[src/rtl/dsp_pkg.sv]
package dsp_pkg;
   localparam int NPIPE   = 4;
   localparam int PIPE_CI = 0;
   localparam int PIPE_SI = 1;
   localparam int PIPE_LS = 2;
   localparam int PIPE_FP = 3;
   localparam int CLS_W   = 3;

   typedef enum logic [CLS_W-1:0] {
      CLS_FLEX = 3'd0,
      CLS_CPLX = 3'd1,
      CLS_MEM  = 3'd2,
      CLS_FLT  = 3'd3,
      CLS_RSV  = 3'd4,
      CLS_SCND = 3'd5,
      CLS_X6   = 3'd6,
      CLS_X7   = 3'd7
   } cls_t;

   typedef logic [NPIPE-1:0] pmask_t;

   function automatic pmask_t pbit(input int p);
      pmask_t m;
      m = '0;
      m[p] = 1'b1;
      return m;
   endfunction

   function automatic logic lead_only(input cls_t c);
      return (c == CLS_RSV) || (c == CLS_SCND);
   endfunction
endpackage

[src/rtl/dsp_opnd_chk.sv]
module dsp_opnd_chk #(
   parameter int NSRC = 2,
   parameter int NREG = 32,
   localparam int RW  = $clog2(NREG)
) (
   input  logic [NSRC*RW-1:0] src,
   input  logic [NSRC-1:0]    src_en,
   input  logic [NREG-1:0]    reg_ready,
   output logic               ok
);
   logic [NSRC-1:0] each_ok;

   for (genvar j = 0; j < NSRC; j++) begin : g_src
      assign each_ok[j] = !src_en[j] || reg_ready[src[j*RW +: RW]];
   end

   assign ok = &each_ok;
endmodule

[src/rtl/dsp_steer.sv]
module dsp_steer
   import dsp_pkg::*;
#(
   parameter int SLOT_ID      = 0,
   parameter bit SIMPLE_FIRST = 1'b1
) (
   input  logic   valid,
   input  cls_t   cls,
   input  logic   opnd_ok,
   input  logic   hold,
   input  pmask_t avail,
   output pmask_t grant,
   output logic   go
);
   localparam int FLEX_A = SIMPLE_FIRST ? PIPE_SI : PIPE_CI;
   localparam int FLEX_B = SIMPLE_FIRST ? PIPE_CI : PIPE_SI;

   pmask_t need;
   logic   fits;
   logic   allowed;

   always_comb begin
      need = '0;
      fits = 1'b0;
      unique case (cls)
         CLS_FLEX: begin
            if (avail[FLEX_A])      need = pbit(FLEX_A);
            else if (avail[FLEX_B]) need = pbit(FLEX_B);
            fits = |need;
         end
         CLS_MEM, CLS_RSV: begin
            need = pbit(PIPE_LS);
            fits = avail[PIPE_LS];
         end
         CLS_FLT: begin
            need = pbit(PIPE_FP);
            fits = avail[PIPE_FP];
         end
         CLS_SCND: begin
            need = pbit(PIPE_CI) | pbit(PIPE_LS);
            fits = avail[PIPE_CI] && avail[PIPE_LS];
         end
         default: begin
            need = pbit(PIPE_CI);
            fits = avail[PIPE_CI];
         end
      endcase
   end

   if (SLOT_ID == 0) begin : g_lead
      assign allowed = 1'b1;
   end else begin : g_trail
      assign allowed = !lead_only(cls);
   end

   assign go    = valid && opnd_ok && !hold && allowed && fits;
   assign grant = go ? need : '0;
endmodule

[src/rtl/dsp_out_stage.sv]
module dsp_out_stage
   import dsp_pkg::*;
#(
   parameter bit OUT_REG = 1'b1
) (
   input  logic   clk,
   input  logic   rst_n,
   input  pmask_t grant_in,
   input  pmask_t from_trail,
   output pmask_t go_out,
   output pmask_t slot_out
);
   if (OUT_REG) begin : g_reg
      always_ff @(posedge clk or negedge rst_n) begin
         if (!rst_n) begin
            go_out   <= '0;
            slot_out <= '0;
         end else begin
            go_out   <= grant_in;
            slot_out <= from_trail;
         end
      end

      assert_slot_sub_R10: assert property (@(posedge clk) disable iff (!rst_n)
         (slot_out & ~go_out) == '0)
         else $error("pipe_slot set on an idle pipe");
   end else begin : g_pass
      assign go_out   = grant_in;
      assign slot_out = from_trail;
   end
endmodule

[src/rtl/dsp_router.sv]
module dsp_router
   import dsp_pkg::*;
#(
   parameter int NSRC         = 2,
   parameter int NREG         = 32,
   parameter bit SIMPLE_FIRST = 1'b1,
   parameter bit OUT_REG      = 1'b1,
   localparam int RW          = $clog2(NREG)
) (
   input  logic                   clk,
   input  logic                   rst_n,
   input  logic [1:0]             slot_valid,
   input  logic [2*CLS_W-1:0]     slot_class,
   input  logic [2*NSRC*RW-1:0]   slot_src,
   input  logic [2*NSRC-1:0]      slot_src_en,
   input  logic [RW-1:0]          lead_dst,
   input  logic                   lead_dst_en,
   input  logic [NPIPE-1:0]       pipe_ready,
   input  logic [NPIPE-1:0]       pipe_stall,
   input  logic [NREG-1:0]        reg_ready,
   output logic [1:0]             slot_take,
   output logic [NPIPE-1:0]       pipe_go,
   output logic [NPIPE-1:0]       pipe_slot
);
   initial begin
      assert (NSRC >= 1) else $error("NSRC must be at least 1");
      assert (NREG >= 2 && (1 << RW) == NREG) else $error("NREG must be a power of two");
   end

   cls_t        cls   [2];
   logic [1:0]  opnd_ok;
   pmask_t      avail0, avail1;
   pmask_t      grant0, grant1;
   logic        go0, go1;
   logic [NSRC-1:0] haz_bit;
   logic        hazard;

   for (genvar k = 0; k < 2; k++) begin : g_slot
      assign cls[k] = cls_t'(slot_class[k*CLS_W +: CLS_W]);
      dsp_opnd_chk #(.NSRC(NSRC), .NREG(NREG)) u_opnd (
         .src       (slot_src[k*NSRC*RW +: NSRC*RW]),
         .src_en    (slot_src_en[k*NSRC +: NSRC]),
         .reg_ready (reg_ready),
         .ok        (opnd_ok[k])
      );

      assert_opnd_R5: assert property (@(posedge clk) disable iff (!rst_n)
         slot_take[k] |-> opnd_ok[k])
         else $error("slot taken with an unready source");
      assert_valid_R11: assert property (@(posedge clk) disable iff (!rst_n)
         slot_take[k] |-> slot_valid[k])
         else $error("empty slot taken");
   end

   for (genvar j = 0; j < NSRC; j++) begin : g_haz
      assign haz_bit[j] = lead_dst_en && slot_src_en[NSRC + j]
                       && (slot_src[(NSRC + j)*RW +: RW] == lead_dst);
   end
   assign hazard = |haz_bit;

   assign avail0 = pipe_ready & ~pipe_stall;

   dsp_steer #(.SLOT_ID(0), .SIMPLE_FIRST(SIMPLE_FIRST)) u_lead (
      .valid   (slot_valid[0]),
      .cls     (cls[0]),
      .opnd_ok (opnd_ok[0]),
      .hold    (1'b0),
      .avail   (avail0),
      .grant   (grant0),
      .go      (go0)
   );

   assign avail1 = avail0 & ~grant0;

   dsp_steer #(.SLOT_ID(1), .SIMPLE_FIRST(SIMPLE_FIRST)) u_trail (
      .valid   (slot_valid[1]),
      .cls     (cls[1]),
      .opnd_ok (opnd_ok[1]),
      .hold    (!go0 || hazard),
      .avail   (avail1),
      .grant   (grant1),
      .go      (go1)
   );

   assign slot_take = {go1, go0};

   dsp_out_stage #(.OUT_REG(OUT_REG)) u_out (
      .clk        (clk),
      .rst_n      (rst_n),
      .grant_in   (grant0 | grant1),
      .from_trail (grant1),
      .go_out     (pipe_go),
      .slot_out   (pipe_slot)
   );

   assert_inorder_R6: assert property (@(posedge clk) disable iff (!rst_n)
      slot_take[1] |-> slot_take[0])
      else $error("younger slot issued alone");
   assert_lead_only_R4: assert property (@(posedge clk) disable iff (!rst_n)
      slot_take[1] |-> !lead_only(cls[1]))
      else $error("reservation op issued from slot 1");
   assert_avail_R9: assert property (@(posedge clk) disable iff (!rst_n)
      ((grant0 | grant1) & ~(pipe_ready & ~pipe_stall)) == '0)
      else $error("grant to an unavailable pipe");
   assert_disjoint_R7: assert property (@(posedge clk) disable iff (!rst_n)
      (grant0 & grant1) == '0)
      else $error("pipe granted to both slots");
   assert_pair_R3: assert property (@(posedge clk) disable iff (!rst_n)
      (slot_take[0] && cls[0] == CLS_SCND) |-> (grant0 == (pbit(PIPE_CI) | pbit(PIPE_LS))))
      else $error("store-conditional without both stages");
   assert_hazard_R8: assert property (@(posedge clk) disable iff (!rst_n)
      !(slot_take[1] && hazard))
      else $error("dependent pair issued together");
endmodule

[config.mk]
export PLATFORM = sky130hd
export DESIGN_NAME = dsp_router
export DESIGN_NICKNAME = d
export VERILOG_FILES = /design/src/rtl/dsp_pkg.sv /design/src/rtl/dsp_opnd_chk.sv /design/src/rtl/dsp_steer.sv /design/src/rtl/dsp_out_stage.sv /design/src/rtl/dsp_router.sv
export SDC_FILE = /design/constraint.sdc
export NUM_CORES = 1
export LEC_CHECK = 0
export BUFFER_PORTS_ARGS = -buffer_cell sky130_fd_sc_hd__clkbuf_2
export CAP_MARGIN = 20
export CORE_MARGIN = 4
export CORE_UTILIZATION = 43
export DETAILED_ROUTE_END_ITERATION = 8
export HOLD_SLACK_MARGIN = 0.03
export MAX_ROUTING_LAYER = met4
export PLACE_DENSITY = 0.77
export RECOVER_POWER = 25
export SLEW_MARGIN = 10
export SYNTH_ARGS = -nofsm -noshare
export SYNTH_HDL_FRONTEND = slang
export SYNTH_SLANG_ARGS = --single-unit
[constraint.sdc]
create_clock -name clk -period 2.3 [get_ports clk]
set_clock_uncertainty 0.15 [all_clocks]
set_input_delay 0.115 -clock clk [delete_from_list [all_inputs] [get_ports clk]]
set_output_delay 0.115 -clock clk [all_outputs]
set_load 0.01 [all_outputs]
[Word level (Yosys, flattened, before mapping)]
Index checks and enable logic that the tools add are counted.
Word-level totals
  register bits: 8
  bits of input ports: 80
  output and inout bits: 10
Operators by class
  magnitude comparators: 4
  eq/ne operators: 10
  mux-type cells: 20
  bitwise operators: 5
  reductions and logical operators: 34
Operators with widths (count)
  $pmux W4 S4: 2
  $lt A5 B6 Y1 const B: 4
  $mux W4: 6
  $bmux W1 S5: 4
  $eq A3 B2 Y1 const B: 4
  $eq A3 B3 Y1 const B: 4
  $logic_and A1 B1 Y1: 12
  $eq A5 B5 Y1: 2
  $and A4 B4 Y4: 2
  $not A4 Y4: 2
  $pmux W1 S4: 2
  $reduce_or A4 Y1: 2
  $logic_not A1 Y1: 7
  $logic_not A3 Y1: 2
  $logic_or A1 B1 Y1: 6
  $mux W1: 6
  $reduce_or A2 Y1: 3
  $or A4 B4 Y4: 1
  $reduce_and A2 Y1: 2

[Logic depth before layout (Yosys ltp)]
  depth after elaboration: 19
  depth in mapped cells: 10
  gate-level depth less buffers: 7

[Modules after synthesis]
Synthesis repeated with hierarchy kept, for this count alone.
Unflattened totals
  cell total of the unflattened synthesis: 220
  area, all modules: 1988.2 um^2
Modules (own cells, without submodules)
  dsp_opnd_chk: instances 2, cells each 68, area each 626.9 um^2
  dsp_router: instances 1, cells each 30, area each 211.5 um^2
  dsp_out_stage: instances 1, cells each 8, area each 200.2 um^2
  dsp_steer (u_lead): instances 1, cells each 27, area each 187.7 um^2
  dsp_steer (u_trail): instances 1, cells each 19, area each 135.1 um^2

[Worst setup path before layout]
No wires, ideal clock.
  path type: input to output
  start: input slot_src[5]
  end: output slot_take[1]
  data arrival time: 2.027 ns
  required time: 2.035 ns
  slack: 0.008 ns
  cell stages on the path: 10
  cell sequence: buf_2 > mux4_2 > or2_2 > a41oi_1 > a22oi_1 > and4b_1 > buf_6 > nand3_4 > a21oi_1 > buf_4
Between the ends
  word-level cells in the longest chain between the ends: 15
  elaborated cells on any way between the ends: 21
  classes of those cells: 7 x mux; 2 x bitwise; 12 x reduce/logical
RTL lines
  start, declared: line dsp_router.sv:14  | input logic [2*NSRC*RW-1:0] slot_src,
  $bmux W1 S5 *: line dsp_opnd_chk.sv:14  | assign each_ok[j] = !src_en[j] || reg_ready[src[j*RW +: RW]];
  $mux W1 (not written as such) *: line dsp_opnd_chk.sv:14
  $logic_or A1 B1 Y1 *: line dsp_opnd_chk.sv:14
  $reduce_and A2 Y1 *: line dsp_opnd_chk.sv:17  | assign ok = &each_ok;
  $logic_and A1 B1 Y1 * (2 in a row): line dsp_steer.sv:56  | assign go = valid && opnd_ok && !hold && allowed && fits;
  net go0: line dsp_router.sv:34  | logic go0, go1;
  $mux W4: line dsp_steer.sv:57  | assign grant = go ? need : '0;
  $not A4 Y4: line dsp_router.sv:73  | assign avail1 = avail0 & ~grant0;
  $and A4 B4 Y4: line dsp_router.sv:73
  $mux W1: line dsp_steer.sv:28  | else if (avail[FLEX_B]) need = pbit(FLEX_B);
  $mux W4: line dsp_steer.sv:27  | if (avail[FLEX_A]) need = pbit(FLEX_A);
  $mux W4: line dsp_steer.sv:25  | unique case (cls)
  $reduce_or A4 Y1: line dsp_steer.sv:29  | fits = |need;
  $pmux W1 S4: line dsp_steer.sv:25
  $logic_and A1 B1 Y1 *: line dsp_steer.sv:56
  end, declared: line dsp_router.sv:21  | output logic [1:0] slot_take,
The timed path passes the listed nets; every way through them passes the cells marked *. The select of a mux whose other input is x is not followed.

[Worst setup path in the final report]
  start: input reg_ready[24]
  end: output slot_take[0]
Between the ends
  word-level cells in the longest chain between the ends: 6
  elaborated cells on any way between the ends: 9
  classes of those cells: 4 x mux; 5 x reduce/logical
RTL lines
  start, declared: line dsp_router.sv:20  | input logic [NREG-1:0] reg_ready,
  $bmux W1 S5: line dsp_opnd_chk.sv:14
  $mux W1 (not written as such): line dsp_opnd_chk.sv:14
  $logic_or A1 B1 Y1: line dsp_opnd_chk.sv:14
  $reduce_and A2 Y1 *: line dsp_opnd_chk.sv:17
  $logic_and A1 B1 Y1 * (2 in a row): line dsp_steer.sv:56
Mark *: on every way between the ends. The rest lies on a longest branch, timed or not. The select of a mux whose other input is x is not followed.

==> impl_metrics.csv <==
group,metric,value,unit
finish,finalNetCount,377,
yosys,netlist.area_leader.share,0.269,
global_route,grt_pass1_wl,9030,µm
global_route,grt_antenna_before_repair,0,
yosys,synth_cells,208,
clock_tree,clock-sinks,8,
timing,tightestPinTransition,385,ps
detailed_routing,vias,2105,
yosys,synth_area_leader_cell,"mux4_2",
floorplan,num_rows,24,
finish,fill_cells,372,
outcome,outcome,"finished clean",
pwr,share_comb_of_total_power,0.579,
yosys,synth_fp_nets,288,
placed_design,globalplace.congestion,1.07,
finish,seq_area,200,µm²
worst_setup_path,start_kind,"input port",
yosys,mappedNetlistArea,1930,µm²
worst_setup_path,cpPeakStageDelay,540,ps
flow_run,cap_violations,0,
yosys,async_flop_share,1.00,
clock_tree,cts_root_buffer,"clkbuf_8",
global_route,grt_remaining_overflow,0,
clock_tree,clockBufferDepth,2,
hold_path,min_from,"pipe_stall[2]",
finish,drive_gt1_frac,0.515,
worst_setup_path,critPathKind,"in -> out",
clock_tree,cts_max_level,1,
pwr,ir_drop,0.152,mV
global_route,grt_usage,0.210,
timing,fmaxAchievable,0.444,GHz
timing,min_period,2250,ps
floorplan,die_area,5620,µm²
yosys,synthXorXnorAreaFrac,0.0454,
yosys,avgSynthCellArea,9.27,µm²
worst_setup_path,cpMostUsedCell,"clkbuf_2",
timing,finalCritPeriodShare,0.980,
worst_setup_path,slowest_stage,"or4_1",
yosys,synthMuxAreaShare,0.396,
detailed_routing,finalWirelength,5810,µm
floorplan,chipWidth,75.0,µm
worst_setup_path,cp.arrival,1990,ps
yosys,synthSimpleGateAreaFrac,0.209,
pwr,power,716,µW
yosys,ys_ff_latch,8,
yosys,synth_compound_area_frac,0.188,
finish,fin_util,0.585,
yosys,yosys-top-cells-area,"mux4_2 (27%), dfrtp_1 (10%), mux2_2 (7.6%)",
worst_setup_path,worst-path-max-fanout,4,
timing,hold_viol_final,0,
yosys,synth-main-ff-cell,"dfrtp_1",
yosys,synth_fa_ha_area_frac,0,
finish,area_growth,32.2,%
yosys,synthMostInstantiatedCell,"mux4_2",
pwr,pwr-share-clk,0.220,
worst_setup_path,crit_path_start,"reg_ready[24]",
yosys,ys_types,48,
finish,multiInputGateArea,1650,µm²
floorplan,core-area,4350,µm²
yosys,synth.top_cells.by_count,"mux4_2 (23), mux2_2 (13), nand2_1 (12), o21ai_0 (12), nor2_1 (11)",
floorplan,num_io_pins,90,
global_route,grt_pass1_vias,2104,
pwr,power.internal,473,µW
detailed_routing,avgRoutedWirePerCell,16.7,µm
placed_design,io_buffers,89,
clock_tree,numCtsBuffers,3,
timing,fin_hold_ws,111,ps
finish,antenna_cells,0,
global_route,grt_max_degree,21,
pwr,p_switching,244,µW
worst_setup_path,setup.worst_path.end_class,"output port",
yosys,synth_top_family_by_area,"multiplexers",
detailed_routing,drc,0,
floorplan,die_h,75.0,µm
clock_tree,cts_tree,"built",
pwr,p_leak,1.09,nW
yosys,ys_seq_area_frac,0.104,
detailed_routing,vias_per_cell,6.07,
hold_path,hold_path.class,"in -> reg",
pwr,p_sw_frac,0.340,
worst_setup_path,cp_top_family,"simple AND/OR/NAND/NOR gates",
detailed_routing,final_antenna_net_count,0,
detailed_routing,first_iter_violations,75,
timing,setup_viol,0,
pwr,seq_power_share,0.201,
floorplan,initial_core_util,0.443,
pwr,p_per_area,281,nW/µm²
worst_setup_path,crit_required,2040,ps
worst_setup_path,cp_cell_sequence,"clkbuf_2 -> nor2b_1 -> a2111oi_2 -> nor3_1 -> or4_1 -> and4b_2 -> buf_4 -> clkbuf_2",
worst_setup_path,path_buf_inv,3,
timing,relSlewSlack,0.741,
placed_design,hpwl,4870,µm
clock_tree,path_clk_slew,40,ps
timing,slew_viol_final,0,
detailed_routing,drt_pass1_iterations,4,
yosys,yosysWarnings,0,
yosys,synth-edff-count,0,
## power by group through the flow
stage | sequential (mW) | clock [mW] | combinational, mW
finish | 0.144 | 0.158 | 0.415
global route | 0.144 | 0.172 | 0.451
CTS | 0.144 | 0.161 | 0.403
detailed placement | 0.146 | 0 | 0.396
global placement | 0.145 | 0 | 0.390
floorplan | 0.147 | 0 | 0.247
## through the flow
step                      cell area, µm²  cells  worst slack (ps)  setup TNS (ps)
after global placement              2440    342              -204           -1700
after floorplan                     1930    208              8.19               0
after global routing                2550    347             -8.28           -15.9
after CTS                           2510    347              27.7               0
after detailed placement            2440    342              -249           -2100
final                               2550    347              45.8               0
## cell usage in the layout, fill, tap and decap left out, types with 5 or more instances in the layout
cell type,n
nor2b_1,10
mux2_2,13
o22ai_1,5
buf_4,11
mux2i_1,10
mux4_2,23
nor3_1,6
nor2_1,11
a21oi_1,5
dfrtp_1,8
o21ai_0,12
nand2_1,12
xor2_1,8
clkbuf_2,86
nand2b_1,9
## logic make-up (layout without fill, tap and decap cells)
kind of cell / after synthesis / after routing
AND/OR/NAND/NOR: 71 / 71
AO/OA/AOI/OAI: 51 / 51
multiplexers: 46 / 46
buffers and inverters: 22 / 109
XOR/XNOR: 10 / 10
flip-flops: 8 / 8
## worst paths after layout
| path | to | slack, ps | depth (start not counted) |
|---|---|---|---|
| setup / recovery | slot_take[0] | 50 | 8 |
| min in group asynchronous | u_out.go_out[2] | 180 | 2 |
| max in group asynchronous | u_out.go_out[1] | 1550 | 2 |
| hold / removal | u_out.slot_out[2] | 110 | 4 |
## timing repair
| item | CTS | global route |
|---|---|---|
| hold endpoints to repair | 8 | 0 |
| resized for setup | 4 | 12 |
| setup buffers | 1 | 0 |
| setup endpoints to repair | 5 | 7 |
| hold buffers | 1 | 0 |
## state kept, by name, indices dropped and copies added, names as in the netlist
register	flops
u_out.go_out	4
u_out.slot_out	4
## worst min-delay path, stage by stage
cell and delay (ps):
clkbuf_2 80, nor2b_1 60, nand3_1 140, nor2_1 60
## routing by layer
metal	GRT usage	part of all wire
met3	0.0160	0.070
met4	0.0791	0.025
met2	0.362	0.51
met5	-	0
met1	0.255	0.40
## area by class of cell
type                       instances  share of cell area
sequential                         8              0.0785
inverter                           4             0.00589
multi-input combinational        178               0.649
tap                               52              0.0255
timing repair buffer             102               0.225
clock buffer                       3              0.0162
No activity file was read; power rests on OpenSTA's default activity.
